### src/rtl/lt_wr_pkg.sv
package lt_wr_pkg;

    typedef enum logic [2:0] {
        S_IDLE,
        S_DRIVE,
        S_POST,
        S_PAT,
        S_DONE,
        S_FAIL
    } wr_state_e;

    localparam int BYTE_W = 8;

endpackage

### src/rtl/lt_cmd_latch.sv
module lt_cmd_latch #(
    parameter int          LANES_MAX = 4,
    parameter int          LVL_W     = 2,
    parameter int          PC_W      = 2,
    parameter int          RATE_W    = 8,
    parameter int          REV_W     = 8,
    parameter logic [7:0]  REV_MIN   = 8'h12,
    parameter logic [7:0]  TOP_RATE  = 8'h14,
    localparam int         LCNT_W    = $clog2(LANES_MAX + 1)
) (
    input  logic                       clk,
    input  logic                       rst_n,
    input  logic                       load,
    input  logic [LCNT_W-1:0]          lane_cnt,
    input  logic [RATE_W-1:0]          rate,
    input  logic [REV_W-1:0]           rev,
    input  logic [1:0]                 pattern,
    input  logic [LANES_MAX*LVL_W-1:0] swing,
    input  logic [LANES_MAX*LVL_W-1:0] preemph,
    input  logic [LANES_MAX*PC_W-1:0]  postc,
    output logic [LCNT_W-1:0]          lanes_q,
    output logic [LANES_MAX*LVL_W-1:0] swing_q,
    output logic [LANES_MAX*LVL_W-1:0] pre_q,
    output logic [LANES_MAX*PC_W-1:0]  post_q,
    output logic [1:0]                 pat_q,
    output logic                       post_en_q
);

    logic [LCNT_W-1:0] lanes_fix;
    logic              post_due;

    // Clamp a lane count outside 1..LANES_MAX so the burst always ends.
    always_comb begin
        if (lane_cnt == '0) begin
            lanes_fix = LCNT_W'(1);
        end else if (lane_cnt > LCNT_W'(LANES_MAX)) begin
            lanes_fix = LCNT_W'(LANES_MAX);
        end else begin
            lanes_fix = lane_cnt;
        end
    end

    // Post-cursor bytes are due only for newer sinks at the top rate.
    assign post_due = (rev >= REV_W'(REV_MIN)) && (rate == RATE_W'(TOP_RATE));

    always_ff @(posedge clk or negedge rst_n) begin
        if (!rst_n) begin
            lanes_q   <= LCNT_W'(1);
            swing_q   <= '0;
            pre_q     <= '0;
            post_q    <= '0;
            pat_q     <= '0;
            post_en_q <= 1'b0;
        end else if (load) begin
            lanes_q   <= lanes_fix;
            swing_q   <= swing;
            pre_q     <= preemph;
            post_q    <= postc;
            pat_q     <= pattern;
            post_en_q <= post_due;
        end
    end

endmodule

### src/rtl/lt_seq_fsm.sv
module lt_seq_fsm
    import lt_wr_pkg::*;
#(
    parameter int  LANES_MAX = 4,
    localparam int LCNT_W    = $clog2(LANES_MAX + 1),
    localparam int IDX_W     = (LANES_MAX > 1) ? $clog2(LANES_MAX) : 1
) (
    input  logic              clk,
    input  logic              rst_n,
    input  logic              apply,
    input  logic [LCNT_W-1:0] lanes_q,
    input  logic              post_en_q,
    input  logic              wr_ready,
    input  logic              wr_err,
    output logic              load,
    output wr_state_e         phase,
    output logic [IDX_W-1:0]  idx,
    output logic              wr_valid,
    output logic              done,
    output logic              error
);

    wr_state_e         state_q, state_d;
    logic [IDX_W-1:0]  idx_q, idx_d;
    logic              fire;
    logic [LCNT_W-1:0] idx_p1;
    logic [LCNT_W-1:0] n_post;
    logic              last_drive;
    logic              last_post;

    assign fire       = wr_valid && wr_ready;
    assign idx_p1     = LCNT_W'(idx_q) + LCNT_W'(1);
    assign n_post     = LCNT_W'((LCNT_W'(lanes_q) + LCNT_W'(1)) >> 1);
    assign last_drive = (idx_p1 == lanes_q);
    assign last_post  = (idx_p1 == n_post);

    // State register
    always_ff @(posedge clk or negedge rst_n) begin
        if (!rst_n) begin
            state_q <= S_IDLE;
            idx_q   <= '0;
        end else begin
            state_q <= state_d;
            idx_q   <= idx_d;
        end
    end

    // Next-state logic
    always_comb begin
        state_d = state_q;
        idx_d   = idx_q;
        unique case (state_q)
            S_IDLE: begin
                idx_d = '0;
                if (apply) begin
                    state_d = S_DRIVE;            // apply-accept
                end
            end
            S_DRIVE: begin
                if (fire) begin
                    if (wr_err) begin
                        state_d = S_FAIL;         // write-error
                    end else if (last_drive) begin
                        idx_d   = '0;
                        state_d = post_en_q ? S_POST : S_PAT;
                    end else begin
                        idx_d = idx_q + IDX_W'(1);
                    end
                end
            end
            S_POST: begin
                if (fire) begin
                    if (wr_err) begin
                        state_d = S_FAIL;
                    end else if (last_post) begin
                        idx_d   = '0;
                        state_d = S_PAT;          // post-to-pattern
                    end else begin
                        idx_d = idx_q + IDX_W'(1);
                    end
                end
            end
            S_PAT: begin
                if (fire) begin
                    state_d = wr_err ? S_FAIL : S_DONE;
                end
            end
            S_DONE: state_d = S_IDLE;             // return
            S_FAIL: state_d = S_IDLE;             // return
            default: state_d = S_IDLE;
        endcase
    end

    // Outputs
    always_comb begin
        load     = 1'b0;
        wr_valid = 1'b0;
        done     = 1'b0;
        error    = 1'b0;
        unique case (state_q)
            S_IDLE:  load     = apply;
            S_DRIVE: wr_valid = 1'b1;
            S_POST:  wr_valid = 1'b1;
            S_PAT:   wr_valid = 1'b1;
            S_DONE:  done     = 1'b1;
            S_FAIL:  error    = 1'b1;
            default: ;
        endcase
    end

    assign phase = state_q;
    assign idx   = idx_q;

endmodule

### src/rtl/lt_byte_fmt.sv
module lt_byte_fmt
    import lt_wr_pkg::*;
#(
    parameter int             LANES_MAX  = 4,
    parameter int             LVL_W      = 2,
    parameter int             PC_W       = 2,
    parameter int             ADDR_W     = 20,
    parameter logic [19:0]    LANE0_ADDR = 20'h103,
    parameter logic [19:0]    SET2_ADDR  = 20'h10F,
    parameter logic [19:0]    PAT_ADDR   = 20'h102,
    parameter int             PE_LSB     = 3,
    parameter int             SCR_BIT    = 5,
    parameter int             ODD_LSB    = 4,
    localparam int            LCNT_W     = $clog2(LANES_MAX + 1),
    localparam int            IDX_W      = (LANES_MAX > 1) ? $clog2(LANES_MAX) : 1,
    localparam int            NPB        = (LANES_MAX + 1) / 2
) (
    input  wr_state_e                  phase,
    input  logic [IDX_W-1:0]           idx,
    input  logic [LCNT_W-1:0]          lanes_q,
    input  logic [LANES_MAX*LVL_W-1:0] swing_q,
    input  logic [LANES_MAX*LVL_W-1:0] pre_q,
    input  logic [LANES_MAX*PC_W-1:0]  post_q,
    input  logic [1:0]                 pat_q,
    output logic [ADDR_W-1:0]          addr,
    output logic [BYTE_W-1:0]          data
);

    logic [BYTE_W-1:0] drv_b  [LANES_MAX];
    logic [BYTE_W-1:0] post_b [NPB];
    logic [BYTE_W-1:0] pat_b;
    logic [BYTE_W-1:0] drv_sel;
    logic [BYTE_W-1:0] post_sel;

    // One drive byte per lane: swing at bit 0, pre-emphasis at PE_LSB
    for (genvar g = 0; g < LANES_MAX; g++) begin : g_drv
        always_comb begin
            drv_b[g] = '0;
            drv_b[g][LVL_W-1:0]          = swing_q[g*LVL_W +: LVL_W];
            drv_b[g][PE_LSB +: LVL_W]    = pre_q[g*LVL_W +: LVL_W];
        end
    end

    // Two lanes per post-cursor byte, inactive lanes forced to zero
    for (genvar g = 0; g < NPB; g++) begin : g_post
        always_comb begin
            post_b[g] = '0;
            if (LCNT_W'(2*g) < lanes_q) begin
                post_b[g][PC_W-1:0] = post_q[(2*g)*PC_W +: PC_W];
            end
            if ((2*g + 1 < LANES_MAX) && (LCNT_W'(2*g + 1) < lanes_q)) begin
                post_b[g][ODD_LSB +: PC_W] = post_q[((2*g + 1) % LANES_MAX)*PC_W +: PC_W];
            end
        end
    end

    // Pattern byte with scrambling-disable whenever a pattern is active
    always_comb begin
        pat_b         = BYTE_W'(pat_q);
        pat_b[SCR_BIT] = (pat_q != 2'd0);
    end

    always_comb begin
        drv_sel = '0;
        for (int i = 0; i < LANES_MAX; i++) begin
            if (idx == IDX_W'(i)) begin
                drv_sel = drv_b[i];
            end
        end
        post_sel = '0;
        for (int j = 0; j < NPB; j++) begin
            if (idx == IDX_W'(j)) begin
                post_sel = post_b[j];
            end
        end
    end

    always_comb begin
        addr = ADDR_W'(PAT_ADDR);
        data = pat_b;
        unique case (phase)
            S_DRIVE: begin
                addr = ADDR_W'(LANE0_ADDR) + ADDR_W'(idx);
                data = drv_sel;
            end
            S_POST: begin
                addr = ADDR_W'(SET2_ADDR) + ADDR_W'(idx);
                data = post_sel;
            end
            default: begin
                addr = ADDR_W'(PAT_ADDR);
                data = pat_b;
            end
        endcase
    end

endmodule

### src/rtl/lt_settings_writer.sv
module lt_settings_writer
    import lt_wr_pkg::*;
#(
    parameter int          LANES_MAX  = 4,
    parameter int          LVL_W      = 2,
    parameter int          PC_W       = 2,
    parameter int          RATE_W     = 8,
    parameter int          REV_W      = 8,
    parameter int          ADDR_W     = 20,
    parameter logic [7:0]  REV_MIN    = 8'h12,
    parameter logic [7:0]  TOP_RATE   = 8'h14,
    parameter logic [19:0] LANE0_ADDR = 20'h103,
    parameter logic [19:0] SET2_ADDR  = 20'h10F,
    parameter logic [19:0] PAT_ADDR   = 20'h102,
    localparam int         LCNT_W     = $clog2(LANES_MAX + 1),
    localparam int         IDX_W      = (LANES_MAX > 1) ? $clog2(LANES_MAX) : 1
) (
    input  logic                       clk,
    input  logic                       rst_n,
    input  logic                       apply_i,
    input  logic [LCNT_W-1:0]          lane_cnt_i,
    input  logic [RATE_W-1:0]          rate_i,
    input  logic [REV_W-1:0]           rev_i,
    input  logic [1:0]                 pattern_i,
    input  logic [LANES_MAX*LVL_W-1:0] swing_i,
    input  logic [LANES_MAX*LVL_W-1:0] preemph_i,
    input  logic [LANES_MAX*PC_W-1:0]  postc_i,
    output logic                       wr_valid_o,
    output logic [ADDR_W-1:0]          wr_addr_o,
    output logic [7:0]                 wr_data_o,
    input  logic                       wr_ready_i,
    input  logic                       wr_err_i,
    output logic                       done_o,
    output logic                       error_o
);

    logic                       load;
    wr_state_e                  phase;
    logic [IDX_W-1:0]           idx;
    logic [LCNT_W-1:0]          lanes_q;
    logic [LANES_MAX*LVL_W-1:0] swing_q;
    logic [LANES_MAX*LVL_W-1:0] pre_q;
    logic [LANES_MAX*PC_W-1:0]  post_q;
    logic [1:0]                 pat_q;
    logic                       post_en_q;

    lt_cmd_latch #(
        .LANES_MAX (LANES_MAX),
        .LVL_W     (LVL_W),
        .PC_W      (PC_W),
        .RATE_W    (RATE_W),
        .REV_W     (REV_W),
        .REV_MIN   (REV_MIN),
        .TOP_RATE  (TOP_RATE)
    ) u_latch (
        .clk       (clk),
        .rst_n     (rst_n),
        .load      (load),
        .lane_cnt  (lane_cnt_i),
        .rate      (rate_i),
        .rev       (rev_i),
        .pattern   (pattern_i),
        .swing     (swing_i),
        .preemph   (preemph_i),
        .postc     (postc_i),
        .lanes_q   (lanes_q),
        .swing_q   (swing_q),
        .pre_q     (pre_q),
        .post_q    (post_q),
        .pat_q     (pat_q),
        .post_en_q (post_en_q)
    );

    lt_seq_fsm #(
        .LANES_MAX (LANES_MAX)
    ) u_fsm (
        .clk       (clk),
        .rst_n     (rst_n),
        .apply     (apply_i),
        .lanes_q   (lanes_q),
        .post_en_q (post_en_q),
        .wr_ready  (wr_ready_i),
        .wr_err    (wr_err_i),
        .load      (load),
        .phase     (phase),
        .idx       (idx),
        .wr_valid  (wr_valid_o),
        .done      (done_o),
        .error     (error_o)
    );

    lt_byte_fmt #(
        .LANES_MAX  (LANES_MAX),
        .LVL_W      (LVL_W),
        .PC_W       (PC_W),
        .ADDR_W     (ADDR_W),
        .LANE0_ADDR (LANE0_ADDR),
        .SET2_ADDR  (SET2_ADDR),
        .PAT_ADDR   (PAT_ADDR)
    ) u_fmt (
        .phase     (phase),
        .idx       (idx),
        .lanes_q   (lanes_q),
        .swing_q   (swing_q),
        .pre_q     (pre_q),
        .post_q    (post_q),
        .pat_q     (pat_q),
        .addr      (wr_addr_o),
        .data      (wr_data_o)
    );

endmodule

### config.mk
export PLATFORM = sky130hd
export DESIGN_NAME = lt_settings_writer
export DESIGN_NICKNAME = d
export VERILOG_FILES = /design/src/rtl/lt_wr_pkg.sv /design/src/rtl/lt_cmd_latch.sv /design/src/rtl/lt_seq_fsm.sv /design/src/rtl/lt_byte_fmt.sv /design/src/rtl/lt_settings_writer.sv
export SDC_FILE = /design/constraint.sdc
export NUM_CORES = 1
export LEC_CHECK = 0
export ABC_AREA = 1
export ABC_CLOCK_PERIOD_IN_PS = 3800
export BUFFER_PORTS_ARGS = -buffer_cell sky130_fd_sc_hd__buf_2
export CORE_ASPECT_RATIO = 1.25
export CORE_MARGIN = 1.5
export CORE_UTILIZATION = 50
export CTS_BUF_LIST = sky130_fd_sc_hd__clkbuf_16
export DETAILED_ROUTE_END_ITERATION = 7
export GPL_ROUTABILITY_DRIVEN = 0
export PLACE_DENSITY = 0.8
export SLEW_MARGIN = 20
export SYNTH_ARGS = -nofsm -noshare
export SYNTH_HDL_FRONTEND = slang
export SYNTH_HIERARCHICAL = 1
export SYNTH_SLANG_ARGS = --single-unit
### constraint.sdc
create_clock -name clk -period 3.8 [get_ports clk]
set_input_delay 0.38 -clock clk [delete_from_list [all_inputs] [get_ports clk]]
set_output_delay 0.38 -clock clk [all_outputs]
set_load 0.01 [all_outputs]
* Word-level counts from Yosys, hierarchy flattened
Index checks and enable logic that the tools add are counted.
Widths: inputs -> output; s select.
** Operators by class
- Add/subtract/negate cells :: 5
- Magnitude comparators :: 6
- Eq/ne operators :: 19
- Mux-type cells :: 36
- Reductions and logical operators :: 10
** Operators by type and width (number)
- $pmux 20 s2 :: 1
- $mux 3 :: 10
- $add 9x2->10 const A :: 2
- $mux 2 :: 10
- $mux 5 :: 4
- $pmux 8 s2 :: 1
- $mux 6 :: 2
- $pmux 3 s4 :: 1
- $ne 2x2->1 const B :: 5
- $eq 8x5->1 const B :: 1
- $ge 8x5->1 const B :: 1
- $eq 3x2->1 const B :: 2
- $eq 3x3->1 const B :: 2
- $logic_not 3->1 :: 2
- $lt 1x3->1 const A :: 2
- $lt 2x3->1 const A :: 2
- $mux 1 :: 6
- $ne 3x3->1 const B :: 2
- $pmux 2 s3 :: 1
- $reduce_and 6->1 :: 1
- $reduce_and 5->1 :: 1
- $eq 2x2->1 const B :: 2
- $add 2x1->3 const B :: 1
- $add 3x1->3 const B :: 1
- 12 further kinds :: 13
** Word-level totals
- Register bits :: 35
- Bits of input ports :: 50
- Word-level logic and storage cells :: 84

* Depth between registers and ports, before layout
- Depth after elaboration :: 6
- Gate-level depth with buffers :: 10
- Depth with buffers taken out :: 10

* Hierarchy
The synthesis kept the hierarchy.
** By module, submodules not included
- lt_cmd_latch :: instances 1, cells an instance 141, area an instance 1212.4 sq um, seq. area each 752.0 sq um
- lt_byte_fmt :: instances 1, cells an instance 116, area an instance 599.3 sq um, seq. area each 0.0 sq um
- lt_seq_fsm :: instances 1, cells an instance 94, area an instance 545.5 sq um, seq. area each 125.1 sq um

* Least setup slack after synthesis
OpenSTA, ideal clock, no wires.
- Kind :: register -> output
- Start :: reg u_fsm.idx_q[0] (netlist: u_fsm/idx[0])
- End :: out wr_data_o[1]
- Data arrival time :: 1290 ps
- Setup slack :: 2130 ps
- Cell stages (with the launch flop) :: 10
- Path through :: dfrtp_1 -> inv_1 -> ha_1 -> buf_2 -> nand2_1 -> nand2_1 -> nand3_1 -> nand2_1 -> nand2_1 -> nand3_1
** On the way
- Word-level cells in the longest chain between the ends :: 6
** RTL lines
- start: declaration :: line lt_seq_fsm.sv:24 : logic [IDX_W-1:0] idx_q, idx_d;
- start signal: assignment :: line lt_seq_fsm.sv:44 : idx_q <= idx_d;
- $logic_not 2->1 :: line lt_byte_fmt.sv:66, lt_byte_fmt.sv:72
- $mux 5 (4 in series) :: line lt_byte_fmt.sv:66 : if (idx == IDX_W'(i)) begin
- $pmux 8 s2 * :: line lt_byte_fmt.sv:81 : unique case (phase)
- end: declaration :: line lt_settings_writer.sv:30 : output logic [7:0] wr_data_o,
Every way passes the cells marked *; elsewhere a longest branch is shown, timed or not.

* Worst setup path in the final report
Ends and elaborated chain as after synthesis.

==> flow_summary_export.csv <==
group,metric,value,unit
outcome,outcome,"finished clean",
timing,drv_slew,0,
timing,hold_slack,0.173,ns
clock_tree,clock_tree.root_cell,"clkbuf_16",
critical_path,reg2reg_depth,9,
critical_path,critPathLaunchType,"flop",
critical_path,crit_buf_inv,2,
placement,place_ws,1.87,ns
critical_path,reg2reg_slack,2.10,ns
clock_tree,cts.sinks,35,
timing,fin_ws,1.56,ns
power,leakage,1.65,nW
finish,area_growth,16.0,%
flow_run,maxCapViolCount,0,
logic_synthesis,netlist.area_leader.share,36.1,%
clock_tree,clk-insertion-delay-late,0.27,ns
power,switching_share,44.9,%
min_path,hold_class,"input port to asynchronous set/reset pin",
finish,mostFrequentLayoutCells,"161 x nand2_1, 61 x buf_2, 34 x dfrtp_1, 32 x nor2_1, 29 x inv_1",
detailed_routing,via_per_inst,4.71,
finish,antenna_cells,0,
logic_synthesis,syn_area,2360,um2
logic_synthesis,avgSynthCellArea,6.72,um2
clock_tree,cts_buffer_depth,2,
placement,port-buffer-count,61,
timing,hold_viol,0,
power,seqPwrFrac,32.5,%
critical_path,arrival,1.86,ns
floorplanning,die_h,79.8,um
power,power_switching,0.000956,W
logic_synthesis,synth_area_leaders,"dfrtp_1 36%, nand2_1 26%, buf_4 6.1%",
detailed_routing,wl_per_cell,10.8,um
timing,fin_tns_setup,0,ns
placement,dp_hpwl,3.75,mm
detailed_routing,ant_nets,0,
placement,place_inst,461,
logic_synthesis,ys_ff_latch,35,
global_routing,grtUsageTotal,21.1,%
floorplanning,die_area,5140,um2
detailed_routing,wl,5.05,mm
timing,setup_viol,0,
timing,period_needed,2.24,ns
timing,slew_headroom,49.8,%
clock_tree,clk_pin_slew,0.05,ns
finish,final_nets,467,
logic_synthesis,netlist-cell-type-count,27,
floorplanning,rows,27,
global_routing,antenna_found_initial,0,
timing,min_period_over_period,59.0,%
global_routing,grt_overflow_total,0,
critical_path,cpMaxStageDelayCell,"dfrtp_1",
critical_path,cp_cell_sequence,"inv_1 -> ha_1 -> nand2_1 -> nand2_1 -> nand3_1 -> nand2_1 -> nand2_1 -> nand3_1 -> buf_2",
timing,grt_setup_unrepaired,"no",
finish,layout-drive-gt1-share,21.9,%
clock_tree,cts_made_buffers,5,
detailed_routing,drt_first_pass_iters,4,
critical_path,critPathMaxFanout,11,
power,p_int,0.00117,W
finish,layout_commonest_cell,"nand2_1",
critical_path,cp.depth,9,
logic_synthesis,yosys_warnings,6,
logic_synthesis,syn_inst,351,
clock_tree,htreeDepth,2,
power,p_per_area,778,nW/um2
floorplanning,core,4460,um2
timing,skew,0.00463,ns
power,clkPwrFrac,17.4,%
global_routing,grt_pass1_vias,2035,
critical_path,crit_top_cell,"nand2_1",
clock_tree,post_cts_resized,0,
logic_synthesis,synth_top_cell_by_area,"dfrtp_1",
timing,fmax,0.446,GHz
clock_tree,hold_buffers,0,
power,ir_drop,0.460,mV
critical_path,worst_path_largest_cell_delay,0.54,ns
floorplanning,pin_count,81,
clock_tree,cts_tree,"done",
power,p_total,0.00213,W
clock_tree,cts_setup_buffers,0,
critical_path,cpLargestDelayFamily,"flip-flops",
floorplanning,dieWidth,64.4,um
critical_path,rr_endpoint,"u_fsm/phase[1]",
timing,worst_pin_slew,0.753,ns
detailed_routing,vias,2210,
finish,fill_cells,424,
logic_synthesis,yosysSeqAreaShare,37.2,%
critical_path,worstSetupPathType,"flop to output port",
critical_path,rr_startpoint,"u_fsm/idx[0]",
critical_path,worst-endpoint-required,3.42,ns
global_routing,grt_max_degree,36,
detailed_routing,drc,0,
power,comb_power_share,50.1,%
global_routing,grt_pass1_wl,8.57,mm
floorplanning,start_util,52.9,%
critical_path,end_kind,"output port",
detailed_routing,drt-initial-drc-count,137,
finish,stdcell_count,469,
layout make-up:
| type | count | area (um2) | share of cell area [%] |
|---|---|---|---|
| tap | 58 | 72.6 | 2.65 |
| inverter | 36 | 135 | 4.94 |
| clock inverter | 3 | 11.3 | 0.412 |
| clock buffer | 5 | 125 | 4.57 |
| sequential | 35 | 877 | 32.1 |
| multi-input combinational | 270 | 1200 | 43.9 |
| timing repair buffer | 62 | 313 | 11.4 |
worst reg2reg max path, cell delays in order, from the launching register on:
cell and delay (ns):
dfrtp_1 0.50, ha_1 0.39, inv_1 0.12, nand2_1 0.06
nand2_1 0.05, nand3_1 0.13, nand2_2 0.12, nand3_2 0.11
nand2_1 0.08, nand2_1 0.05
synth_stat cells:
cell,count
o21ai_0,5
nor2_2,4
inv_1,28
nand3_1,17
conb_1,2
clkinv_1,1
buf_4,19
o211ai_1,1
nor2_1,32
xnor2_1,1
buf_6,5
inv_2,7
ha_1,7
a21oi_1,5
a22o_1,1
buf_2,2
nand3_2,4
nor3_1,3
o21a_1,1
o21ai_1,1
o211ai_2,1
nand2_2,5
dfrtp_1,34
o21bai_1,1
nand4_1,2
dfstp_2,1
nand2_1,161
logic make-up after synthesis:
family | Yosys count | synth area share (%)
AND/OR/NAND/NOR | 228 | 39.6
buffers and inverters | 62 | 14.6
flip-flops | 35 | 37.2
AO/OA/AOI/OAI | 16 | 4.19
adder cells (fa/ha/maj) | 7 | 3.72
other | 2 | 0.319
XOR/XNOR | 1 | 0.372
through the flow:
| stage | util (%) | cell area (um2) |
|---|---|---|
| finish | 61.3 | 2740 |
| global route | 61.3 | 2740 |
| CTS | 61.3 | 2740 |
| detailed placement | 58.3 | 2600 |
| global placement | 58.3 | 2600 |
| floorplan | - | 2420 |
registers in the layout (all words and copies together) (netlist names):
name and flops:
u_fsm/idx 2, u_fsm/phase 3, u_latch/lanes_q 3, u_latch/pat_q 2
u_latch/post_en_q 1, u_latch/post_q 8, u_latch/pre_q 8, u_latch/swing_q 8
power groups by stage:
stage               clock [W]  combinational (W)  sequential (W)
global placement            0            0.00101        0.000697
floorplan                   0           0.000856        0.000645
detailed placement          0            0.00105        0.000694
global route         0.000397            0.00122        0.000719
finish               0.000371            0.00107        0.000692
CTS                  0.000382            0.00106        0.000694
routing by layer:
metal  wire length [um]  track usage, %  vias to the layer above
li1                   -               -                     1145
met3                307            2.40                        4
met5                  0               0                        -
met4                 41            7.45                        0
met2               2450            37.4                       89
met1               2250            26.3                      972
worst max-delay path by stage:
stage                             from           end  slack (ns)
after floorplan           u_fsm/idx[0]  wr_data_o[1]        2.13
after global placement    u_fsm/idx[0]  wr_data_o[1]        1.89
after detailed placement  u_fsm/idx[0]  wr_data_o[1]        1.87
after CTS                 u_fsm/idx[0]  wr_data_o[1]        1.56
after global routing      u_fsm/idx[0]  wr_data_o[0]        1.36
final                     u_fsm/idx[0]  wr_data_o[1]        1.56
No activity file was read; power rests on OpenSTA's default activity.
